### src/rtl/bitop_unit.sv
module bitop_unit #(
  parameter int HW = 4,
  parameter int DW = 4,
  parameter logic [HW-1:0] FIX_HI = '1
) (
  input  logic                   clk,
  input  logic                   rst_n,
  input  logic                   start,
  input  logic [2:0]             op,
  input  logic [1:0]             mode,
  input  logic [$clog2(DW)-1:0]  bit_sel,
  input  logic [2*HW-1:0]        mem_field,
  input  logic [HW-1:0]          h_reg,
  input  logic [HW-1:0]          l_reg,
  input  logic                   cy_in,
  output logic                   mem_re,
  output logic [2*HW-1:0]        mem_addr,
  input  logic [DW-1:0]          mem_rdata,
  output logic                   mem_we,
  output logic [DW-1:0]          mem_wdata,
  output logic                   cy_we,
  output logic                   cy_next,
  output logic                   skip,
  output logic                   done,
  output logic                   err
);
  localparam int AW = 2*HW;
  localparam int BW = $clog2(DW);

  localparam logic [2:0] OP_SET = 3'd0, OP_CLR = 3'd1, OP_SKT = 3'd2, OP_SKF = 3'd3,
                         OP_SKC = 3'd4, OP_AND = 3'd5, OP_OR  = 3'd6, OP_XOR = 3'd7;
  localparam logic [1:0] MD_DIR = 2'd0, MD_FIX = 2'd1, MD_LIND = 2'd2, MD_HIND = 2'd3;

  typedef enum logic [1:0] {S_IDLE, S_RD, S_EX} st_t;
  st_t st;

  logic [AW-1:0] ea, a_q;
  logic [BW-1:0] eb, b_q;
  logic [2:0]    op_q;
  logic          bad_q;
  logic          accept, bad_in, live, tbit;
  logic [DW-1:0] mask;

  assign accept = start && (st == S_IDLE);
  assign bad_in = (mode == MD_DIR) && op[2];

  always_comb begin
    ea = mem_field;
    eb = bit_sel;
    case (mode)
      MD_FIX:  ea = {FIX_HI, mem_field[HW-1:0]};
      MD_LIND: begin
        ea = {mem_field[AW-1:2], l_reg[BW+1:BW]};
        eb = l_reg[BW-1:0];
      end
      MD_HIND: ea = {h_reg, mem_field[HW-1:0]};
      default: ;
    endcase
  end

  always_ff @(posedge clk or negedge rst_n) begin
    if (!rst_n) begin
      st <= S_IDLE;
      a_q <= '0;
      b_q <= '0;
      op_q <= OP_SET;
      bad_q <= 1'b0;
    end else begin
      case (st)
        S_IDLE: if (accept) begin
          st <= S_RD;
          a_q <= ea;
          b_q <= eb;
          op_q <= op;
          bad_q <= bad_in;
        end
        S_RD:    st <= S_EX;
        default: st <= S_IDLE;
      endcase
    end
  end

  assign mem_re   = (st == S_RD) && !bad_q;
  assign mem_addr = a_q;
  assign done     = (st == S_EX);
  assign err      = done && bad_q;
  assign live     = done && !bad_q;
  assign tbit     = mem_rdata[b_q];
  assign mask     = {{(DW-1){1'b0}}, 1'b1} << b_q;

  assign mem_we    = live && ((op_q == OP_SET) || (op_q == OP_CLR) || ((op_q == OP_SKC) && tbit));
  assign mem_wdata = (op_q == OP_SET) ? (mem_rdata | mask) : (mem_rdata & ~mask);
  assign skip      = live && (((op_q == OP_SKT) && tbit) || ((op_q == OP_SKF) && !tbit) ||
                              ((op_q == OP_SKC) && tbit));
  assign cy_we     = live && ((op_q == OP_AND) || (op_q == OP_OR) || (op_q == OP_XOR));

  always_comb begin
    case (op_q)
      OP_AND:  cy_next = cy_in & tbit;
      OP_OR:   cy_next = cy_in | tbit;
      OP_XOR:  cy_next = cy_in ^ tbit;
      default: cy_next = cy_in;
    endcase
  end

  assert_one_bit_R1: assert property (@(posedge clk) disable iff (!rst_n)
    mem_we |-> ($countones(mem_wdata ^ mem_rdata) <= 1));
  assert_skc_write_R4: assert property (@(posedge clk) disable iff (!rst_n)
    (mem_we && op_q == OP_SKC) |-> skip);
  assert_cy_quiet_R5: assert property (@(posedge clk) disable iff (!rst_n)
    cy_we |-> (!mem_we && !skip));
  assert_err_quiet_R9: assert property (@(posedge clk) disable iff (!rst_n)
    err |-> (!mem_we && !cy_we && !skip));
  assert_no_read_bad_R9: assert property (@(posedge clk) disable iff (!rst_n)
    err |-> !$past(mem_re));
  assert_done_lat_R10: assert property (@(posedge clk) disable iff (!rst_n)
    done |-> $past(accept, 2));
  assert_read_first_R10: assert property (@(posedge clk) disable iff (!rst_n)
    (done && !err) |-> $past(mem_re));
endmodule

### config.mk
export PLATFORM = sky130hd
export DESIGN_NAME = bitop_unit
export DESIGN_NICKNAME = d
export VERILOG_FILES = /design/src/rtl/bitop_unit.sv
export SDC_FILE = /design/constraint.sdc
export NUM_CORES = 1
export LEC_CHECK = 0
export ABC_AREA = 0
export BUFFER_PORTS_ARGS = -buffer_cell sky130_fd_sc_hd__buf_4
export CAP_MARGIN = 20
export CORE_ASPECT_RATIO = 0.75
export CORE_MARGIN = 3
export CORE_UTILIZATION = 43
export CTS_CLUSTER_DIAMETER = 30
export DETAILED_ROUTE_END_ITERATION = 10
export GPL_TIMING_DRIVEN = 1
export PLACE_DENSITY = 0.78
export SYNTH_ARGS = -nofsm -noshare
export SYNTH_HDL_FRONTEND = slang
export SYNTH_SLANG_ARGS = --single-unit
### constraint.sdc
create_clock -name clk -period 1.8 [get_ports clk]
set_input_delay 0.09 -clock clk [delete_from_list [all_inputs] [get_ports clk]]
set_output_delay 0.09 -clock clk [all_outputs]
set_load 0.05 [all_outputs]
==> results of run 1 <==
==> synth_stat cells (all sizes together) <==
master  count
buf         2
nor2        8
mux4        1
o22ai       4
a21oi       1
or3b        1
and2        1
nand3       2
nand2b      4
a31oi       5
nor2b       6
nor3b       1
inv         5
nor3        2
o21ai       8
ha          2
mux2        4
nand2      28
and2b       1
nand4       2
and3b       1
o211ai      1
dfrtp      16
==> routing by layer <==
layer | wire length, um | share of wire, %
met5 | 0 | 0
met4 | 28 | 1.2
met3 | 179 | 7.4
met2 | 1130 | 47
met1 | 1070 | 44
==> critical path: cells and delay by family, from the launching register on <==
kind                     cells  cell delay, ns
adder cells (fa/ha/maj)      1            0.19
flip-flops                   1            0.39
multiplexers                 1            0.56
AO/OA/AOI/OAI                2            0.23
buffers and inverters        2            0.24
AND/OR/NAND/NOR              1            0.14
==> how the worst max path moves through the flow <==
stage	start	to	slack, ns	cells past startpoint
after floorplan	b_q[0]	skip	-0.09	2
after global placement	b_q[0]	cy_next	-0.003	7
after detailed placement	b_q[0]	cy_next	-0.08	7
after CTS	b_q[0]	cy_next	-0.35	7
after global routing	b_q[0]	cy_next	-0.37	7
final	b_q[0]	cy_next	-0.30	7
==> stage by stage <==
| stage | TNS (ns) | hold slack (ns) | worst slack (ns) | instance area (sq um) | util [%] |
|---|---|---|---|---|---|
| after global routing | -0.667 | 0.0166 | -0.371 | 1440 | 76.8 |
| after CTS | -0.510 | 0.0119 | -0.352 | 1440 | 76.8 |
| final | -0.435 | 0.0150 | -0.302 | 1440 | 76.8 |
| after global placement | -0.00271 | -0.0411 | -0.00271 | 1320 | 70.4 |
| after floorplan | -0.158 | -0.206 | -0.0855 | 920 | - |
| after detailed placement | -0.0777 | -0.0425 | -0.0777 | 1320 | 70.4 |
==> what timing repair did <==
action | CTS | global route
hold buffers | 4 | 0
endpoints found under the hold margin | 19 | 0
endpoints found under the setup margin | 3 | 6
pin swaps | 2 | 2
resized for setup | 7 | 0
==> cell type report <==
class	instances	share of cell area, %
Multi-Input combinational cell	83	36.4
Timing Repair Buffer	55	30.0
Sequential cell	16	27.9
Clock buffer	4	2.53
Tap cell	22	1.92
Inverter	5	1.31
==> logic make-up (layout without fill, tap and decap cells) <==
| family | count (synthesis) | in the layout | synth area share, % |
|---|---|---|---|
| DFF | 16 | 16 | 43.8 |
| muxes | 5 | 5 | 7.40 |
| buffers and inverters | 7 | 64 | 3.42 |
| AOI/OAI and AO/OA | 19 | 19 | 12.3 |
| adders and majority gates | 2 | 2 | 2.74 |
| and+or+nand+nor | 57 | 57 | 30.3 |
==> power breakdown <==
group	switching, mW	internal, mW
Clock	0.113	0.123
Sequential	0.0853	0.442
Combinational	0.536	0.328
Total	0.734	0.892
==> sequential cells by signal, indices dropped and copies added (netlist names) <==
| name | flops |
|---|---|
| mem_addr | 8 |
| bad_q | 1 |
| st | 2 |
| op_q | 3 |
| b_q | 2 |
==> results.py, run 1 <==
metrics = {
    "status": {
        "status": "finished with violations",
        "failed_checks": "negative setup slack",
    },
    "global_route": {
        "grt_overflow_total": 0,
        "gr-usage-met3_pct": 5.10,
        "grt_pass1_vias": 902,
        "grt_use_met2_pct": 32.0,
        "grt_use_total_pct": 19.4,
        "antenna_found_initial": 0,
        "grt_use_met1_pct": 25.8,
        "grt_pass1_wl_mm": 3.94,
        "grt_max_degree": 18,
        "top_usage_layer": "met2",
    },
    "synthesis": {
        "netlist_instances": 106,
        "yosys.area.top_type": "dfrtp_1",
        "yosysUniqueCellTypes": 26,
        "yosysWarnings": 0,
        "avgSynthCellArea_sq_um": 8.62,
        "ys_ff_latch": 16,
        "synth_area_leaders": "dfrtp_1 44%, nand2_1 12%, mux2_2 4.9%, o21ai_0 4.4%, nor2b_1 4.1%",
        "syn_area_sq_um": 913,
        "yosysSeqAreaShare_pct": 43.8,
        "yosysTopAreaCellShare_pct": 43.8,
        "synth.net_count": 139,
    },
    "power_and_ir_drop": {
        "ir_drop_uv": 735,
        "p_per_area_mw_per_mm2": 1130,
        "total_leakage_power_nw": 0.716,
        "total_power_mw": 1.63,
    },
    "critical_path": {
        "worstPathRequired_ns": 1.71,
        "end_kind": "output pin",
        "cp_max_fo": 3,
        "r2r_setup_slack_ns": 0.34,
        "slowest_stage": "mux4_2",
        "crit_path_max_incr_delay_ns": 0.56,
        "timing.critical_path.from_type": "register",
        "path_cells": "mux4_2, inv_2, ha_4, nand2b_4, a31oi_4, o21ai_2, buf_6",
        "arrival_ns": 2.01,
        "rr_startpoint": "st[0]",
        "reg2reg_depth": 4,
        "criticalPathCategory": "reg2out",
        "r2r-end": "b_q[0]",
    },
    "detailed_routing": {
        "drcViolationCount": 0,
        "drt_wl_total_mm": 2.41,
        "via_per_inst": 5.15,
        "ant_nets": 0,
        "drtIter0Drc": 32,
        "routedWlPerCell_um": 13.0,
        "drt_first_pass_iters": 4,
        "vias": 952,
    },
    "timing": {
        "setup_violations": 3,
        "fin_crit_sh_pct": 117,
        "fmax_ghz": 0.476,
        "timing.final.ws_setup_ns": -0.302,
        "grt_setup_unrepaired": "yes",
        "finalClockSkew_ns": 0.00419,
        "relSlewSlack_pct": 73.2,
        "drv_slew": 0,
        "hold_viol": 0,
        "min_period_ns": 2.10,
        "tightest_slew_ns": 0.398,
    },
    "worst_hold_path": {
        "whs_endpoint": "op_q[2]",
        "worstHoldPathCells": 3,
        "worstHoldStart": "op[2]",
        "hold_path_class": "in2reg",
    },
    "floorplanning": {
        "die_area_sq_mm": 0.00272,
        "die_h_um": 45.9,
        "io_pins": 50,
        "start_util_pct": 48.8,
        "design.core.area_sq_mm": 0.00187,
        "rows": 13,
        "die_x_um": 59.2,
    },
    "run": {
        "cap_viol_max_count": 0,
    },
    "cts": {
        "cts_tree": "done",
        "cts.sinks": 16,
        "root_buffer": "clkbuf_4",
        "cts_made_buffers": 3,
        "clockBufferDepth": 2,
        "clk-insertion-delay-late_ns": 0.28,
        "clk_pin_slew_ns": 0.09,
        "postCtsSetupRepairBufs": 0,
        "cts_max_level": 1,
    },
    "placement": {
        "dp.cells": 177,
        "dp_hpwl_mm": 1.88,
        "port_buffers": 49,
        "routabilityCongestion": 0.716,
    },
    "cells_and_area": {
        "final_cells": 185,
        "fillers": 126,
        "fin_nets": 197,
        "num_antenna_cells": 0,
        "multiInputGateArea_sq_um": 523,
        "mostFrequentLayoutCell": "buf_4",
        "regArea_sq_um": 400,
        "drive_gt1_share_pct": 42.9,
        "syn2layout_area_growth_pct": 57.3,
        "layout_common_cells": "49 x buf_4, 28 x nand2_1, 16 x dfrtp_1",
    },
}
(Power assumes the default switching activity.)
==> inputs of run 2 (changes only) <==
--- a/config.mk
+++ b/config.mk
@@ -10,11 +10,12 @@
 export CAP_MARGIN = 20
 export CORE_ASPECT_RATIO = 0.75
 export CORE_MARGIN = 3
-export CORE_UTILIZATION = 43
+export CORE_UTILIZATION = 45
+export CTS_BUF_LIST = sky130_fd_sc_hd__clkbuf_8
 export CTS_CLUSTER_DIAMETER = 30
 export DETAILED_ROUTE_END_ITERATION = 10
 export GPL_TIMING_DRIVEN = 1
-export PLACE_DENSITY = 0.78
+export PLACE_DENSITY = 0.81
 export SYNTH_ARGS = -nofsm -noshare
 export SYNTH_HDL_FRONTEND = slang
 export SYNTH_SLANG_ARGS = --single-unit
==> run 2 against run 1 <==
  * The flow still finishes with violations (negative setup slack)
  * Clock skew down 0.0023 ns
  * Sequential share of layout area down 0.36 points
  * Cell area up 1.3%
  * Fmax up 0.68%
  * Worst setup slack better by 0.014 ns
  * Register-to-register slack about the same
  * Clock power up 36%
  * Wire length up 5.4%
  * Largest cell class unchanged
  * Highest routed layer unchanged
==> results.py, run 2 (synthesis results as in run 1) <==
metrics = {
    "timing": {
        "hold_viol": 0,
        "hold-worst-slack_ns": 0.0228,
        "setup_violations": 3,
        "timing.final.ws_setup_ns": -0.287,
        "fmax_ghz": 0.479,
        "relSlewSlack_pct": 73.4,
        "finalClockSkew_ns": 0.00188,
        "fin_setup_tns_ns": -0.781,
        "fin_crit_sh_pct": 116,
        "min_period_ns": 2.09,
        "drv_slew": 0,
        "grt_setup_unrepaired": "yes",
        "tightest_slew_ns": 0.396,
    },
    "detailed_routing": {
        "drt_wl_total_mm": 2.54,
        "drcViolationCount": 0,
        "via_per_inst": 5.16,
        "routedWlPerCell_um": 13.7,
        "vias": 954,
        "drt_first_pass_iters": 4,
        "ant_nets": 0,
        "drtIter0Drc": 35,
    },
    "critical_path": {
        "arrival_ns": 2.00,
        "reg2reg_depth": 4,
        "worstPathRequired_ns": 1.71,
        "end_kind": "output pin",
        "path_cells": "mux4_2, inv_2, ha_4, nand2b_4, a31oi_4, o21ai_2, buf_6",
        "timing.critical_path.from_type": "register",
        "slowest_stage": "mux4_2",
        "cp_max_fo": 3,
        "criticalPathCategory": "reg2out",
        "r2r_setup_slack_ns": 0.35,
        "r2r-end": "mem_addr[0]",
        "crit_path_max_incr_delay_ns": 0.56,
        "rr_startpoint": "st[0]",
    },
    "power_and_ir_drop": {
        "seq_power_share_pct": 29.8,
        "p_per_area_mw_per_mm2": 1210,
        "swShare_pct": 43.7,
        "power.internal_uw": 993,
        "total_leakage_power_nw": 0.728,
        "ir_drop_uv": 1090,
        "total_power_mw": 1.76,
        "p_comb_share_pct": 52.0,
        "power.switching_uw": 770,
        "clkPwrFrac_pct": 18.2,
    },
    "cells_and_area": {
        "mostFrequentLayoutCell": "buf_4",
        "num_antenna_cells": 0,
        "syn2layout_area_growth_pct": 59.3,
        "final_util_pct": 79.9,
        "layout_common_cells": "50 x buf_4, 28 x nand2_1, 16 x dfrtp_1",
        "drive_gt1_share_pct": 44.8,
        "largest_reg_flops": 8,
        "fin_nets": 197,
    },
    "status": {
        "failed_checks": "negative setup slack",
        "status": "finished with violations",
    },
    "floorplanning": {
        "start_util_pct": 50.1,
        "die_x_um": 58.0,
        "io_pins": 50,
        "die_h_um": 45.0,
        "design.core.area_sq_mm": 0.00182,
        "die_area_sq_mm": 0.00261,
        "rows": 13,
    },
    "cts": {
        "clockBufferDepth": 2,
        "cts_max_level": 1,
        "cts_tree": "done",
        "clk_pin_slew_ns": 0.06,
        "root_buffer": "clkbuf_8",
        "cts.sinks": 16,
        "clk-insertion-delay-late_ns": 0.25,
        "cts_made_buffers": 3,
    },
    "global_route": {
        "grt_use_total_pct": 20.3,
        "grt_overflow_total": 0,
        "grt_max_degree": 18,
        "antenna_found_initial": 0,
        "grt_pass1_vias": 948,
        "grt_pass1_wl_mm": 3.99,
    },
    "worst_hold_path": {
        "hold_path_class": "in2reg",
        "whs_endpoint": "mem_addr[3]",
        "worstHoldPathCells": 3,
        "worstHoldStart": "mem_field[3]",
    },
    "placement": {
        "post-place-ws_ns": -0.0918,
        "routabilityCongestion": 0.706,
        "port_buffers": 49,
        "dp_hpwl_mm": 1.94,
    },
    "run": {
        "cap_viol_max_count": 0,
    },
}
run 2: metrics by stage:
stage	std cells	area, sq um
after CTS	185	1460
after global routing	185	1460
after detailed placement	178	1330
after floorplan	106	920
after global placement	178	1330
final	185	1460
run 2: repair_timing:
item | 4_1_cts | 5_1_grt
hold endpoints to repair | 16 | 0
cloned | 0 | 0
resized for setup | 9 | 1
hold buffers | 1 | 0
setup endpoints to repair | 3 | 3
setup buffers | 2 | 1
pin swaps | 3 | 3
run 2: worst max-delay path by stage:
stage,start,end,slack (ns),cells past startpoint
after floorplan,b_q[0],skip,-0.09,2
after global placement,b_q[0],cy_next,-0.008,7
after detailed placement,b_q[0],cy_next,-0.09,7
after CTS,b_q[0],cy_next,-0.32,7
after global routing,b_q[0],cy_next,-0.37,7
final,b_q[0],cy_next,-0.29,7
run 2: per-layer routing:
metal	share of wire [%]	up-vias	GRT usage (%)
met3	6.6	2	5.43
li1	-	477	-
met5	0	-	0
met1	43	444	24.1
met4	0.39	0	5.56
met2	50	31	36.7
run 2: area by class of cell:
cell class / count / area, sq um
clock buffer: 4 / 55.1
fill: 136 / 367
inverter: 5 / 18.8
multi-input combinational: 83 / 523
sequential: 16 / 400
tap: 22 / 27.5
timing repair buffer: 55 / 430
run 2: power groups by stage:
stage | logic [mW] | registers (mW) | clock network [mW]
floorplan | 0.392 | 0.680 | 0
global placement | 0.821 | 0.513 | 0
detailed placement | 0.839 | 0.521 | 0
CTS | 0.911 | 0.522 | 0.325
global route | 0.974 | 0.535 | 0.343
finish | 0.917 | 0.525 | 0.321
run 2: worst max-delay path: cells and delay by family (launching register included):
kind / cells / cell delay [ns]
buffers and inverters: 2 / 0.24
and+or+nand+nor: 1 / 0.14
AOI/OAI and AO/OA: 2 / 0.23
adders and majority gates: 1 / 0.19
muxes: 1 / 0.56
DFF: 1 / 0.38
==> inputs of run 3 (changes only) <==
--- a/config.mk
+++ b/config.mk
@@ -16,6 +16,7 @@
 export DETAILED_ROUTE_END_ITERATION = 10
 export GPL_TIMING_DRIVEN = 1
 export PLACE_DENSITY = 0.81
+export RECOVER_POWER = 25
 export SYNTH_ARGS = -nofsm -noshare
 export SYNTH_HDL_FRONTEND = slang
 export SYNTH_SLANG_ARGS = --single-unit
==> run 3 against run 2 <==
  * Hold slack about the same
  * Final cell count stayed put
  * The run still ends with negative setup slack left
  * First-iteration DRC count fell by 2.9%
  * Via count unchanged
  * Critical path type unchanged
  * Die area unchanged
  * Sequential power is essentially flat
  * Combinational power about the same
  * Largest power group unchanged
  * Worst setup slack is essentially flat
  * Fmax barely moved
  * Clock power barely moved
  * Wire length is essentially flat
==> results.py, run 3 (synthesis results as in run 1) <==
metrics = {
    "critical_path": {
        "reg2reg_depth": 4,
        "r2r-end": "mem_addr[0]",
        "arrival_ns": 2.00,
        "r2r_setup_slack_ns": 0.35,
        "end_kind": "output pin",
        "worstPathRequired_ns": 1.71,
        "timing.critical_path.from_type": "register",
        "rr_startpoint": "st[0]",
        "cp_max_fo": 3,
        "criticalPathCategory": "reg2out",
    },
    "power_and_ir_drop": {
        "seq_power_share_pct": 29.8,
        "power.switching_uw": 770,
        "total_leakage_power_nw": 0.725,
        "power.internal_uw": 992,
        "p_comb_share_pct": 52.0,
        "p_per_area_mw_per_mm2": 1210,
        "clkPwrFrac_pct": 18.2,
        "ir_drop_uv": 1090,
        "swShare_pct": 43.7,
    },
    "detailed_routing": {
        "via_per_inst": 5.16,
        "drcViolationCount": 0,
        "vias": 954,
        "routedWlPerCell_um": 13.8,
        "drtIter0Drc": 34,
        "drt_first_pass_iters": 4,
        "drt_wl_total_mm": 2.54,
        "met2_length_mm": 1.26,
        "met1_length_mm": 1.11,
        "wl_met3_um": 167,
        "top_layer": "met4",
        "ant_nets": 0,
    },
    "timing": {
        "finalClockSkew_ns": 0.00182,
        "min_period_ns": 2.09,
        "fmax_ghz": 0.479,
        "tightest_slew_ns": 0.843,
        "drv_slew": 0,
        "relSlewSlack_pct": 43.8,
        "fin_setup_tns_ns": -0.781,
        "fin_crit_sh_pct": 116,
        "timing.final.ws_setup_ns": -0.288,
        "hold_viol": 0,
        "setup_violations": 3,
        "grt_setup_unrepaired": "yes",
    },
    "cells_and_area": {
        "largest_reg_flops": 8,
        "mostFrequentLayoutCell": "buf_4",
        "fin_nets": 197,
        "drive_gt1_share_pct": 44.2,
        "syn2layout_area_growth_pct": 58.9,
        "layout_common_cells": "49 x buf_4, 28 x nand2_1, 16 x dfrtp_1",
        "postLayoutCellArea_sq_mm": 0.00145,
        "num_antenna_cells": 0,
        "final_util_pct": 79.7,
    },
    "global_route": {
        "grt_use_total_pct": 20.3,
        "grt_overflow_total": 0,
        "antenna_found_initial": 0,
        "grt_pass1_wl_mm": 3.99,
        "grt_pass1_vias": 948,
        "grt_max_degree": 18,
    },
    "placement": {
        "port_buffers": 49,
        "dpl_cell_area_sq_mm": 0.00133,
        "dp_hpwl_mm": 1.94,
        "routabilityCongestion": 0.706,
    },
    "cts": {
        "cts_made_buffers": 3,
        "clk-insertion-delay-late_ns": 0.25,
        "cts.sinks": 16,
        "clk_pin_slew_ns": 0.06,
        "cts_tree": "done",
        "cts_max_level": 1,
        "clockBufferDepth": 2,
        "root_buffer": "clkbuf_8",
    },
    "floorplanning": {
        "design.core.area_sq_mm": 0.00182,
        "io_pins": 50,
        "rows": 13,
        "die_h_um": 45.0,
        "die_area_sq_mm": 0.00261,
        "die_x_um": 58.0,
        "start_util_pct": 50.1,
    },
    "worst_hold_path": {
        "worstHoldPathCells": 3,
        "worstHoldStart": "mem_field[3]",
        "hold_path_class": "in2reg",
        "whs_endpoint": "mem_addr[3]",
    },
    "run": {
        "cap_viol_max_count": 0,
    },
    "status": {
        "status": "finished with violations",
        "failed_checks": "negative setup slack",
    },
}
## run 3: how the worst max path moves through the flow
stage | endpoint | cells past startpoint | slack [ns] | start
final | cy_next | 7 | -0.29 | b_q[0]
after floorplan | skip | 2 | -0.09 | b_q[0]
after global placement | cy_next | 7 | -0.008 | b_q[0]
after detailed placement | cy_next | 7 | -0.09 | b_q[0]
after CTS | cy_next | 7 | -0.32 | b_q[0]
after global routing | cy_next | 7 | -0.37 | b_q[0]
## run 3: critical path, stage by stage, from the launching register on
cell	delay, ns
dfrtp_1	0.38
mux4_2	0.56
inv_2	0.09
ha_4	0.19
nand2b_4	0.14
a31oi_4	0.16
o21ai_2	0.07
buf_6	0.15
## run 3: stage by stage
| step | hold slack, ns | total power, mW | setup slack [ns] | instances |
|---|---|---|---|---|
| finish | 0.0227 | 1.76 | -0.288 | 185 |
| global route | 0.0330 | 1.85 | -0.367 | 185 |
| CTS | 0.0210 | 1.76 | -0.320 | 185 |
| detailed placement | -0.0404 | 1.36 | -0.0918 | 178 |
| global placement | -0.0437 | 1.33 | -0.00751 | 178 |
| floorplan | -0.206 | 1.07 | -0.0855 | 106 |
## run 3: repair_timing
item                                    in CTS  in global routing
buffers inserted                             2                  1
gates resized for setup                      9                  1
pin swaps                                    3                  3
hold buffers                                 1                  0
gates cloned                                 0                  0
endpoints found under the hold margin       16                  0
endpoints found under the setup margin       3                  3
## run 3: area by class of cell
type	count	area [sq um]
tap	22	27.5
fill	138	370
timing repair buffer	55	427
multi-input combinational	83	523
inverter	5	18.8
sequential	16	400
clock buffer	4	55.1
## run 3: layer usage
metal	GRT usage [%]	up-vias
met5	0	-
li1	-	477
met1	24.1	444
met3	5.43	2
met2	36.7	31
met4	5.56	0
## run 3: power by group through the flow
stage	clock network (mW)	logic, mW	registers, mW
after global routing	0.343	0.973	0.535
after floorplan	0	0.392	0.680
after global placement	0	0.821	0.513
after CTS	0.325	0.911	0.522
final	0.321	0.916	0.525
after detailed placement	0	0.839	0.521
